**config.mk**
```make
export PLATFORM = sky130hd
export DESIGN_NAME = tagged_tlb
export DESIGN_NICKNAME = d
export VERILOG_FILES = /design/src/rtl/tlb_pkg.sv /design/src/rtl/tlb_match.sv /design/src/rtl/tlb_pick.sv /design/src/rtl/tlb_store.sv /design/src/rtl/tagged_tlb.sv
export SDC_FILE = /design/constraint.sdc
export NUM_CORES = 2
export LEC_CHECK = 0
export BUFFER_PORTS_ARGS = -buffer_cell sky130_fd_sc_hd__buf_2
export CORE_ASPECT_RATIO = 1.5
export CORE_MARGIN = 10
export CORE_UTILIZATION = 35
export DETAILED_ROUTE_END_ITERATION = 7
export SLEW_MARGIN = 20
export SYNTH_ARGS = -nofsm -noshare
export SYNTH_HDL_FRONTEND = slang
export SYNTH_SLANG_ARGS = --single-unit
export TNS_END_PERCENT = 10
```
**constraint.sdc**
```tcl
create_clock -name clk -period 12.52 [get_ports clk]
set_input_delay 2.504 -clock clk [delete_from_list [all_inputs] [get_ports clk]]
set_output_delay 2.504 -clock clk [all_outputs]
set_load 0.05 [all_outputs]
```
**src/rtl/tlb_pkg.sv**
```systemverilog
package tlb_pkg;
  // Position of each access right inside the rights field.
  localparam int PERM_RD = 0;
  localparam int PERM_WR = 1;
  localparam int PERM_EX = 2;

  // Where an accepted refill lands.
  typedef enum logic [1:0] {
    SLOT_SAME   = 2'd0,  // key already cached: rewrite in place
    SLOT_EMPTY  = 2'd1,  // lowest empty slot
    SLOT_VICTIM = 2'd2   // all live: rotating victim
  } slot_kind_e;
endpackage

```
**src/rtl/tlb_match.sv**
```systemverilog
module tlb_match #(
  parameter int N     = 32,
  parameter int VPN_W = 20,
  parameter int PID_W = 8
) (
  input  logic [N-1:0]            live,
  input  logic [N-1:0][VPN_W-1:0] slot_vpn,
  input  logic [N-1:0][PID_W-1:0] slot_pid,
  input  logic [VPN_W-1:0]        key_vpn,
  input  logic [PID_W-1:0]        key_pid,
  output logic [N-1:0]            pid_eq,
  output logic [N-1:0]            full_eq
);
  // One comparator per slot.
  for (genvar g = 0; g < N; g++) begin : g_cmp
    assign pid_eq[g]  = live[g] && (slot_pid[g] == key_pid);
    assign full_eq[g] = pid_eq[g] && (slot_vpn[g] == key_vpn);
  end
endmodule

```
**src/rtl/tlb_pick.sv**
```systemverilog
module tlb_pick
  import tlb_pkg::*;
#(
  parameter int N     = 32,
  localparam int IDX_W = (N > 1) ? $clog2(N) : 1
) (
  input  logic             clk,
  input  logic             rst_n,
  input  logic [N-1:0]     live,
  input  logic [N-1:0]     same_key,
  input  logic             accept,
  output logic [IDX_W-1:0] pick_idx,
  output slot_kind_e       pick_kind
);
  logic [IDX_W-1:0] rr_q;
  logic [IDX_W-1:0] same_idx;
  logic [IDX_W-1:0] empty_idx;

  always_comb begin
    same_idx = '0;
    for (int i = 0; i < N; i++)
      if (same_key[i]) same_idx = IDX_W'(i);
    empty_idx = '0;
    for (int i = N - 1; i >= 0; i--)
      if (!live[i]) empty_idx = IDX_W'(i);
  end

  always_comb begin
    if (|same_key) begin
      pick_kind = SLOT_SAME;
      pick_idx  = same_idx;
    end else if (!(&live)) begin
      pick_kind = SLOT_EMPTY;
      pick_idx  = empty_idx;
    end else begin
      pick_kind = SLOT_VICTIM;
      pick_idx  = rr_q;
    end
  end

  always_ff @(posedge clk or negedge rst_n) begin
    if (!rst_n)
      rr_q <= '0;
    else if (accept && pick_kind == SLOT_VICTIM)
      rr_q <= (rr_q == IDX_W'(N - 1)) ? '0 : rr_q + 1'b1;
  end

  // Pointer moves only on an eviction.
  p_rr_hold_r5: assert property (@(posedge clk) disable iff (!rst_n)
    !(accept && pick_kind == SLOT_VICTIM) |=> $stable(rr_q));
  // A victim is taken only when no slot is empty.
  p_victim_full_r4: assert property (@(posedge clk) disable iff (!rst_n)
    (accept && pick_kind == SLOT_VICTIM) |-> (&live));
endmodule

```
**src/rtl/tlb_store.sv**
```systemverilog
module tlb_store #(
  parameter int N      = 32,
  parameter int VPN_W  = 20,
  parameter int PFN_W  = 20,
  parameter int PID_W  = 8,
  parameter int PERM_W = 3,
  localparam int IDX_W = (N > 1) ? $clog2(N) : 1
) (
  input  logic                     clk,
  input  logic                     rst_n,
  input  logic                     clr_all,
  input  logic                     clr_some,
  input  logic [N-1:0]             clr_mask,
  input  logic                     wr_en,
  input  logic [IDX_W-1:0]         wr_idx,
  input  logic [VPN_W-1:0]         wr_vpn,
  input  logic [PID_W-1:0]         wr_pid,
  input  logic [PFN_W-1:0]         wr_pfn,
  input  logic [PERM_W-1:0]        wr_perm,
  output logic [N-1:0]             live,
  output logic [N-1:0][VPN_W-1:0]  slot_vpn,
  output logic [N-1:0][PID_W-1:0]  slot_pid,
  output logic [N-1:0][PFN_W-1:0]  slot_pfn,
  output logic [N-1:0][PERM_W-1:0] slot_perm
);
  always_ff @(posedge clk or negedge rst_n) begin
    if (!rst_n) begin
      live <= '0;
    end else if (clr_all) begin
      live <= '0;
    end else if (clr_some) begin
      live <= live & ~clr_mask;
    end else if (wr_en) begin
      live[wr_idx] <= 1'b1;
    end
  end

  // Payload needs no reset; it is qualified by the live bits.
  always_ff @(posedge clk) begin
    if (wr_en) begin
      slot_vpn[wr_idx]  <= wr_vpn;
      slot_pid[wr_idx]  <= wr_pid;
      slot_pfn[wr_idx]  <= wr_pfn;
      slot_perm[wr_idx] <= wr_perm;
    end
  end

  p_flush_empty_r7: assert property (@(posedge clk) disable iff (!rst_n)
    clr_all |=> (live == '0));
  p_flush_keep_r8: assert property (@(posedge clk) disable iff (!rst_n)
    (clr_some && !clr_all) |=> ((live & $past(clr_mask)) == '0));
endmodule

```
**src/rtl/tagged_tlb.sv**
```systemverilog
module tagged_tlb
  import tlb_pkg::*;
#(
  parameter int N      = 32,
  parameter int VPN_W  = 20,
  parameter int PFN_W  = 20,
  parameter int PID_W  = 8,
  parameter int PERM_W = 3
) (
  input  logic              clk,
  input  logic              rst_n,
  input  logic              lk_valid,
  input  logic [VPN_W-1:0]  lk_vpn,
  input  logic [PID_W-1:0]  lk_pid,
  output logic              lk_hit,
  output logic              lk_miss,
  output logic [PFN_W-1:0]  lk_pfn,
  output logic [PERM_W-1:0] lk_perm,
  input  logic              rf_valid,
  output logic              rf_ready,
  input  logic [VPN_W-1:0]  rf_vpn,
  input  logic [PID_W-1:0]  rf_pid,
  input  logic [PFN_W-1:0]  rf_pfn,
  input  logic [PERM_W-1:0] rf_perm,
  input  logic              flush_all,
  input  logic              flush_pid_en,
  input  logic [PID_W-1:0]  flush_pid
);
  localparam int IDX_W = (N > 1) ? $clog2(N) : 1;

  logic [N-1:0]             live;
  logic [N-1:0][VPN_W-1:0]  slot_vpn;
  logic [N-1:0][PID_W-1:0]  slot_pid;
  logic [N-1:0][PFN_W-1:0]  slot_pfn;
  logic [N-1:0][PERM_W-1:0] slot_perm;

  logic [N-1:0] lk_match, lk_pid_unused;
  logic [N-1:0] rf_match, rf_pid_unused;
  logic [N-1:0] fl_pid_match, fl_full_unused;
  logic         accept;
  logic [IDX_W-1:0] pick_idx;
  slot_kind_e       pick_kind;

  assign rf_ready = !(flush_all || flush_pid_en);
  assign accept   = rf_valid && rf_ready;

  tlb_match #(.N(N), .VPN_W(VPN_W), .PID_W(PID_W)) u_lk_match (
    .live(live), .slot_vpn(slot_vpn), .slot_pid(slot_pid),
    .key_vpn(lk_vpn), .key_pid(lk_pid),
    .pid_eq(lk_pid_unused), .full_eq(lk_match));

  tlb_match #(.N(N), .VPN_W(VPN_W), .PID_W(PID_W)) u_rf_match (
    .live(live), .slot_vpn(slot_vpn), .slot_pid(slot_pid),
    .key_vpn(rf_vpn), .key_pid(rf_pid),
    .pid_eq(rf_pid_unused), .full_eq(rf_match));

  tlb_match #(.N(N), .VPN_W(VPN_W), .PID_W(PID_W)) u_fl_match (
    .live(live), .slot_vpn(slot_vpn), .slot_pid(slot_pid),
    .key_vpn(rf_vpn), .key_pid(flush_pid),
    .pid_eq(fl_pid_match), .full_eq(fl_full_unused));

  tlb_pick #(.N(N)) u_pick (
    .clk(clk), .rst_n(rst_n), .live(live), .same_key(rf_match),
    .accept(accept), .pick_idx(pick_idx), .pick_kind(pick_kind));

  tlb_store #(.N(N), .VPN_W(VPN_W), .PFN_W(PFN_W), .PID_W(PID_W),
              .PERM_W(PERM_W)) u_store (
    .clk(clk), .rst_n(rst_n),
    .clr_all(flush_all), .clr_some(flush_pid_en), .clr_mask(fl_pid_match),
    .wr_en(accept), .wr_idx(pick_idx),
    .wr_vpn(rf_vpn), .wr_pid(rf_pid), .wr_pfn(rf_pfn), .wr_perm(rf_perm),
    .live(live), .slot_vpn(slot_vpn), .slot_pid(slot_pid),
    .slot_pfn(slot_pfn), .slot_perm(slot_perm));

  // Lookup read-out: OR of the (at most one) matching slot.
  always_comb begin
    lk_pfn  = '0;
    lk_perm = '0;
    for (int i = 0; i < N; i++) begin
      if (lk_valid && lk_match[i]) begin
        lk_pfn  = lk_pfn  | slot_pfn[i];
        lk_perm = lk_perm | slot_perm[i];
      end
    end
  end

  assign lk_hit  = lk_valid && (|lk_match);
  assign lk_miss = lk_valid && !(|lk_match);

  // No key is ever cached twice.
  p_single_copy_r6: assert property (@(posedge clk) disable iff (!rst_n)
    $onehot0(lk_match));
  // An accepted refill is live in its slot at the next cycle.
  p_refill_live_r10: assert property (@(posedge clk) disable iff (!rst_n)
    accept |=> live[$past(pick_idx)]);
  // Filling an empty slot grows the live count by exactly one.
  p_fill_grows_r4: assert property (@(posedge clk) disable iff (!rst_n)
    (accept && pick_kind == SLOT_EMPTY) |=>
      ($countones(live) == $countones($past(live)) + 1));
  // Hit and miss are never high together.
  p_hit_miss_r3: assert property (@(posedge clk) disable iff (!rst_n)
    !(lk_hit && lk_miss));
endmodule

```
==> Word-level counts from Yosys, hierarchy flattened <==
Index checks and enable logic that the tools add are counted.
{ "word_totals": {"reg_bits": 1669, "elab_cells": 711, "out_inout_bits": 26, "input_bits": 93} }
{ "op_classes": {"bitwise": 65, "add_sub_neg": 1, "n_reduce_logical": 204, "mux": 147, "order_cmp": 2, "eq_ne": 162} }
{ "op_table": {"columns": ["operator", "count"], "rows": [
  ["640-bit bitwise mux", 2],
  ["20-bit == test", 64],
  ["8-bit == test", 96],
  ["20-bit two-way mux", 33],
  ["20-bit bitwise OR", 31],
  ["5-bit two-way mux", 65],
  ["256-bit bitwise mux", 1],
  ["1-bit logical AND", 197],
  ["20-bit demux with 5-bit select", 1],
  ["3-bit two-way mux", 33],
  ["96-bit bitwise mux", 1],
  ["32-bit two-way mux", 3],
  ["3-bit bitwise OR", 31],
  ["32-bit OR reduction", 2],
  ["8-bit demux with 5-bit select", 1],
  ["32-bit bitwise AND", 1],
  ["32-bit inverter", 1],
  ["32-bit bitwise OR", 1],
  ["32-bit AND reduction", 1],
  ["3-bit demux with 5-bit select", 1],
  ["8-bit two-way mux", 1],
  ["5-bit by 6-bit less-than comparator with 1-bit output (second input constant)", 1],
  ["5-bit by 1-bit adder with 5-bit output (second input constant)", 1],
  ["1-bit demux with 5-bit select", 1],
  ["other kinds (8)", 11]
]} }

==> Depth between registers and ports, before layout <==
{ "depth": {"depth_word": 67, "depth_mapped": 16, "depth_no_buf": 10} }

==> By module <==
From an unflattened synthesis, not the netlist that was laid out.
{ "hier_totals": {"cells_unflattened": 6602, "hier_area_um2": 89103.0} }
{ "by_module_without_submodules": {"columns": ["mod", "area_each_um2", "instances", "seq_area_each_um2", "cells_per_inst"], "rows": [
  ["tlb_store", 50696.1, 1, 49807.8, 1803],
  ["tlb_match", 11071.9, 3, 0.0, 1360],
  ["tagged_tlb", 4042.6, 1, 0.0, 565],
  ["tlb_pick", 1148.6, 1, 125.1, 154]
]} }

==> Worst setup path after synthesis <==
Ideal clock, no wire load.
{ "synth_timing": {"path_type": "input port to flip-flop", "from": "input rf_vpn[18]", "to": "register u_store.slot_perm[24] (netlist name), enable pin", "n_path_buf": 3, "setup_slack_ns": 1.997, "required_time_ns": 11.916, "arrival_ns": 9.919, "path_stages": 13, "cell_sequence": "buf_4 -> xor2_1 -> or4_1 -> and4bb_1 -> and3_4 -> nor4_4 -> nor4b_2 -> nand3_1 -> buf_4 -> or2_2 -> clkbuf_1 -> nand2_1 -> nor4b_1"} }
{ "synth_rtl": {"columns": ["item", "line", "source"], "rows": [
  ["start, declared", "tagged_tlb.sv:21", "input logic [VPN_W-1:0] rf_vpn,"],
  ["end signal, assigned by index", "tlb_store.sv:44", "slot_perm[wr_idx] <= wr_perm;"],
  ["end, declared", "tlb_store.sv:24", "output logic [N-1:0][PERM_W-1:0] slot_perm"]
]} }

==> Worst setup path after layout <==
{ "layout_timing": {"from": "input lk_vpn[14]", "to": "output lk_pfn[4]"} }
{ "layout_between": {"elab_chain_len": 66} }
{ "layout_rtl": {"columns": ["item", "line", "source"], "rows": [
  ["start, declared", "tagged_tlb.sv:13", "input logic [VPN_W-1:0] lk_vpn,"],
  ["20-bit == test", "tlb_match.sv:17", "assign full_eq[g] = pid_eq[g] && (slot_vpn[g] == key_vpn);"],
  ["1-bit logical AND", "tlb_match.sv:17", null],
  ["1-bit logical AND", "tagged_tlb.sv:80", "if (lk_valid && lk_match[i]) begin"],
  ["20-bit two-way mux", "tagged_tlb.sv:80", null],
  ["20-bit bitwise OR", "tagged_tlb.sv:81", "lk_pfn = lk_pfn | slot_pfn[i];"],
  ["20-bit two-way mux", "tagged_tlb.sv:80", null],
  ["20-bit bitwise OR", "tagged_tlb.sv:81", null],
  ["20-bit two-way mux", "tagged_tlb.sv:80", null],
  ["[... 50 more ...]", null, null],
  ["20-bit bitwise OR", "tagged_tlb.sv:81", null],
  ["20-bit two-way mux", "tagged_tlb.sv:80", null],
  ["20-bit bitwise OR", "tagged_tlb.sv:81", null],
  ["20-bit two-way mux", "tagged_tlb.sv:80", null],
  ["20-bit bitwise OR", "tagged_tlb.sv:81", null],
  ["20-bit two-way mux", "tagged_tlb.sv:80", null],
  ["20-bit bitwise OR", "tagged_tlb.sv:81", null],
  ["20-bit two-way mux *", "tagged_tlb.sv:80", null],
  ["end, declared", "tagged_tlb.sv:17", "output logic [PFN_W-1:0] lk_pfn,"]
]} }
Every way passes the cells marked *; elsewhere a longest branch is shown, timed or not.

==> results.py <==
metrics = {
    "route": {
        "drc": 0,
        "first_iter_violations": 7766,
        "dr.pass1.iters": 6,
        "drt_wl_total_um": 339000,
        "vias": 57348,
        "drt.antenna.violating_nets": 0,
        "wire_per_inst_um": 36.2,
        "vias_per_cell": 6.11,
    },
    "grt": {
        "track_usage_pct": 25.6,
        "overflow": 0,
        "grt_pass1_vias": 56929,
        "antenna_found_initial": 16,
        "grt_pass1_wl_um": 460000,
        "grt_max_degree": 67,
    },
    "sta": {
        "tightest_slew_ns": 1.20,
        "min_period_ns": 9.76,
        "fmax_mhz": 102,
        "hold_viol_final": 0,
        "tns_ns": 0,
        "finalClockSkew_ns": 0.0739,
        "rsz0062_at_grt": "false",
        "hold_ws_ns": 0.551,
        "fin_crit_sh_pct": 77.9,
        "setup_viol": 0,
        "maxSlewHeadroom_pct": 20.1,
        "finalMaxSlewViolations": 0,
    },
    "cells_and_area": {
        "instances_no_fill": 9386,
        "final_cell_mix": "edfxtp_1 (1632), xnor2_1 (1202), xor2_1 (837), nand4_1 (501), nor4_1 (290)",
        "nets": 6253,
        "postLayoutCoreUtil_pct": 39.5,
        "final_common_cell": "edfxtp_1",
        "area_growth_pct": 12.7,
        "drive_gt1_share_pct": 10.9,
    },
    "clocking": {
        "cts_buffer_depth": 3,
        "clock-sinks": 1669,
        "cts-root-buf": "clkbuf_16",
        "clk_pin_slew_worst_paths_ns": 0.06,
        "numCtsBuffers": 167,
        "cts_setup_buffers": 0,
        "insertion_delay_ns": 0.87,
        "ctsHoldBuffers": 0,
        "post_cts_resized": 0,
        "cts_tree": "yes",
        "htreeDepth": 4,
    },
    "synthesis": {
        "yosysSeqAreaShare_pct": 60.7,
        "async_flop_share_pct": 2.22,
        "synthCells": 6026,
        "syn_nets": 6121,
        "ys_warn_count": 0,
        "synth_cell_types": 75,
        "syn_avg_cell_area_sq_um": 13.7,
        "synth.cell_area_sq_um": 82300,
        "synth_edf_count": 1632,
        "synth_ff_type": "edfxtp_1",
        "yosys_register_bits": 1669,
    },
    "placed_design": {
        "place.gp.congestion": 0.999,
        "io_buffers": 118,
        "dp_cells": 9069,
        "hpwl_um": 211000,
    },
    "critical_path": {
        "critPathCaptureType": "output pin",
        "cp.arrival_ns": 7.25,
        "rrSetupSlack_ns": 6.38,
        "cp_max_fo": 23,
        "required_ns": 10.02,
        "start_kind": "primary input",
        "crit_type": "primary input to output pin",
    },
    "die": {
        "rows": 218,
        "io_pins": 119,
        "die_width_um": 416,
        "fp.coreArea_sq_um": 235000,
        "dieHeight_um": 614,
        "dieArea_sq_um": 255000,
        "initial_core_util_pct": 35.1,
    },
    "power": {
        "leakage_nw": 28.5,
        "power_density_nw_per_um2": 134,
        "ir_drop_mv": 0.144,
    },
    "run_status": {
        "status": "finished clean",
    },
    "run": {
        "maxCapViolCount": 0,
    },
    "min_path": {
        "hp-class": "flop to flop",
    },
}
logic make-up after synthesis:
group,Yosys count,synth area share [%]
buffers and inverters,385,2.55
adder cells (fa/ha/maj),2,0.0304
XOR/XNOR,2039,21.7
AO/OA/AOI/OAI,506,4.95
flip-flops,1669,60.7
multiplexers,3,0.0395
AND/OR/NAND/NOR,1422,10.1
registers in the layout, summed over array words and instances (netlist names):
signal and count:
u_store.live 32, u_store.slot_pfn 640, u_store.slot_perm 96, u_store.slot_pid 256, u_pick.rr_q 5, u_store.slot_vpn 640
cell usage after synthesis (all sizes together) (4+ instances only):
master	number	area share (%)
nand4	502	3.8
nand3b	15	0.14
a22oi	153	1.4
a21oi	14	0.085
and2	5	0.038
nand2	147	0.67
nor3	91	0.55
or4	22	0.20
buf	219	1.8
xnor2	1202	13
or2	32	0.24
nor3b	30	0.27
a222oi	21	0.26
a221oi	88	0.94
nor2b	4	0.030
a2111o	8	0.11
nand3	146	0.89
a2111oi	5	0.053
o22ai	4	0.030
o2111ai	5	0.053
nand2b	24	0.18
a211oi	4	0.036
inv	33	0.15
dfrtp	37	1.1
clkbuf	132	0.60
nor4	293	2.2
o211ai	8	0.073
a22o	88	0.94
o31ai	26	0.27
o41ai	6	0.064
nor4b	16	0.18
edfxtp	1632	60
and4	7	0.074
a31oi	20	0.15
o21ai	29	0.18
nor4bb	4	0.049
xor2	837	8.9
nor2	67	0.31
and3	10	0.082
metal layers:
layer,track usage [%],wire (um),share of wire (%),vias up
li1,-,-,-,23005
met1,29.8,120000,35,29210
met2,42.7,160000,47,3910
met3,4.33,30100,8.9,1215
met4,18.2,29400,8.7,8
met5,0,46,0.014,-
path summary, 6_finish.rpt:
kind,end,depth (start not counted),startpoint
min in group asynchronous,u_store.live[15],2,rst_n
min reg2reg,u_pick.rr_q[0],1,u_pick.rr_q[0]
max in group asynchronous,u_store.live[1],2,rst_n
max reg2reg,u_store.slot_pfn[109],12,u_store.slot_pid[225]
max,lk_pfn[4],12,lk_vpn[14]
min,u_pick.rr_q[0],1,u_pick.rr_q[0]
cell type report:
| cell class | count | area, sq um |
|---|---|---|
| fillers | 21898 | 142000 |
| flip-flops and latches | 1669 | 49900 |
| multi-input cells | 3972 | 30700 |
| clock buffers | 213 | 4420 |
| well taps | 3080 | 3850 |
| repair buffers | 314 | 2350 |
| clock inverters | 101 | 1350 |
| inverters | 34 | 129 |
| diodes | 3 | 7.51 |
worst max-delay path, cell delays in order:
cell and delay, ns:
buf_4 0.46, buf_4 0.57, xor2_1 0.14, nor4_1 0.31, nand3_1 0.12, nor3_1 0.16
nand4_1 0.77, nor2_4 1.15, a22oi_1 0.25, nand3_1 0.19, or4_1 0.22, buf_2 0.30
through the flow:
step | worst slack, ns | total power, mW | area, sq um
finish | 2.76 | 12.4 | 92700
global route | 2.75 | 12.7 | 92700
CTS | 2.94 | 12.4 | 92700
detailed placement | 2.96 | 7.17 | 86900
global placement | 2.77 | 7.16 | 86900
floorplan | 2.00 | 6.76 | 82300
power breakdown:
part / switching (mW) / leakage (nW) / internal (mW)
sequential: 0.00646 / 15.2 / 6.14
combinational: 0.684 / 10.5 / 0.251
clock: 2.35 / 2.76 / 2.98
total: 3.04 / 28.5 / 9.37
Power figures use the tool's default switching activity.
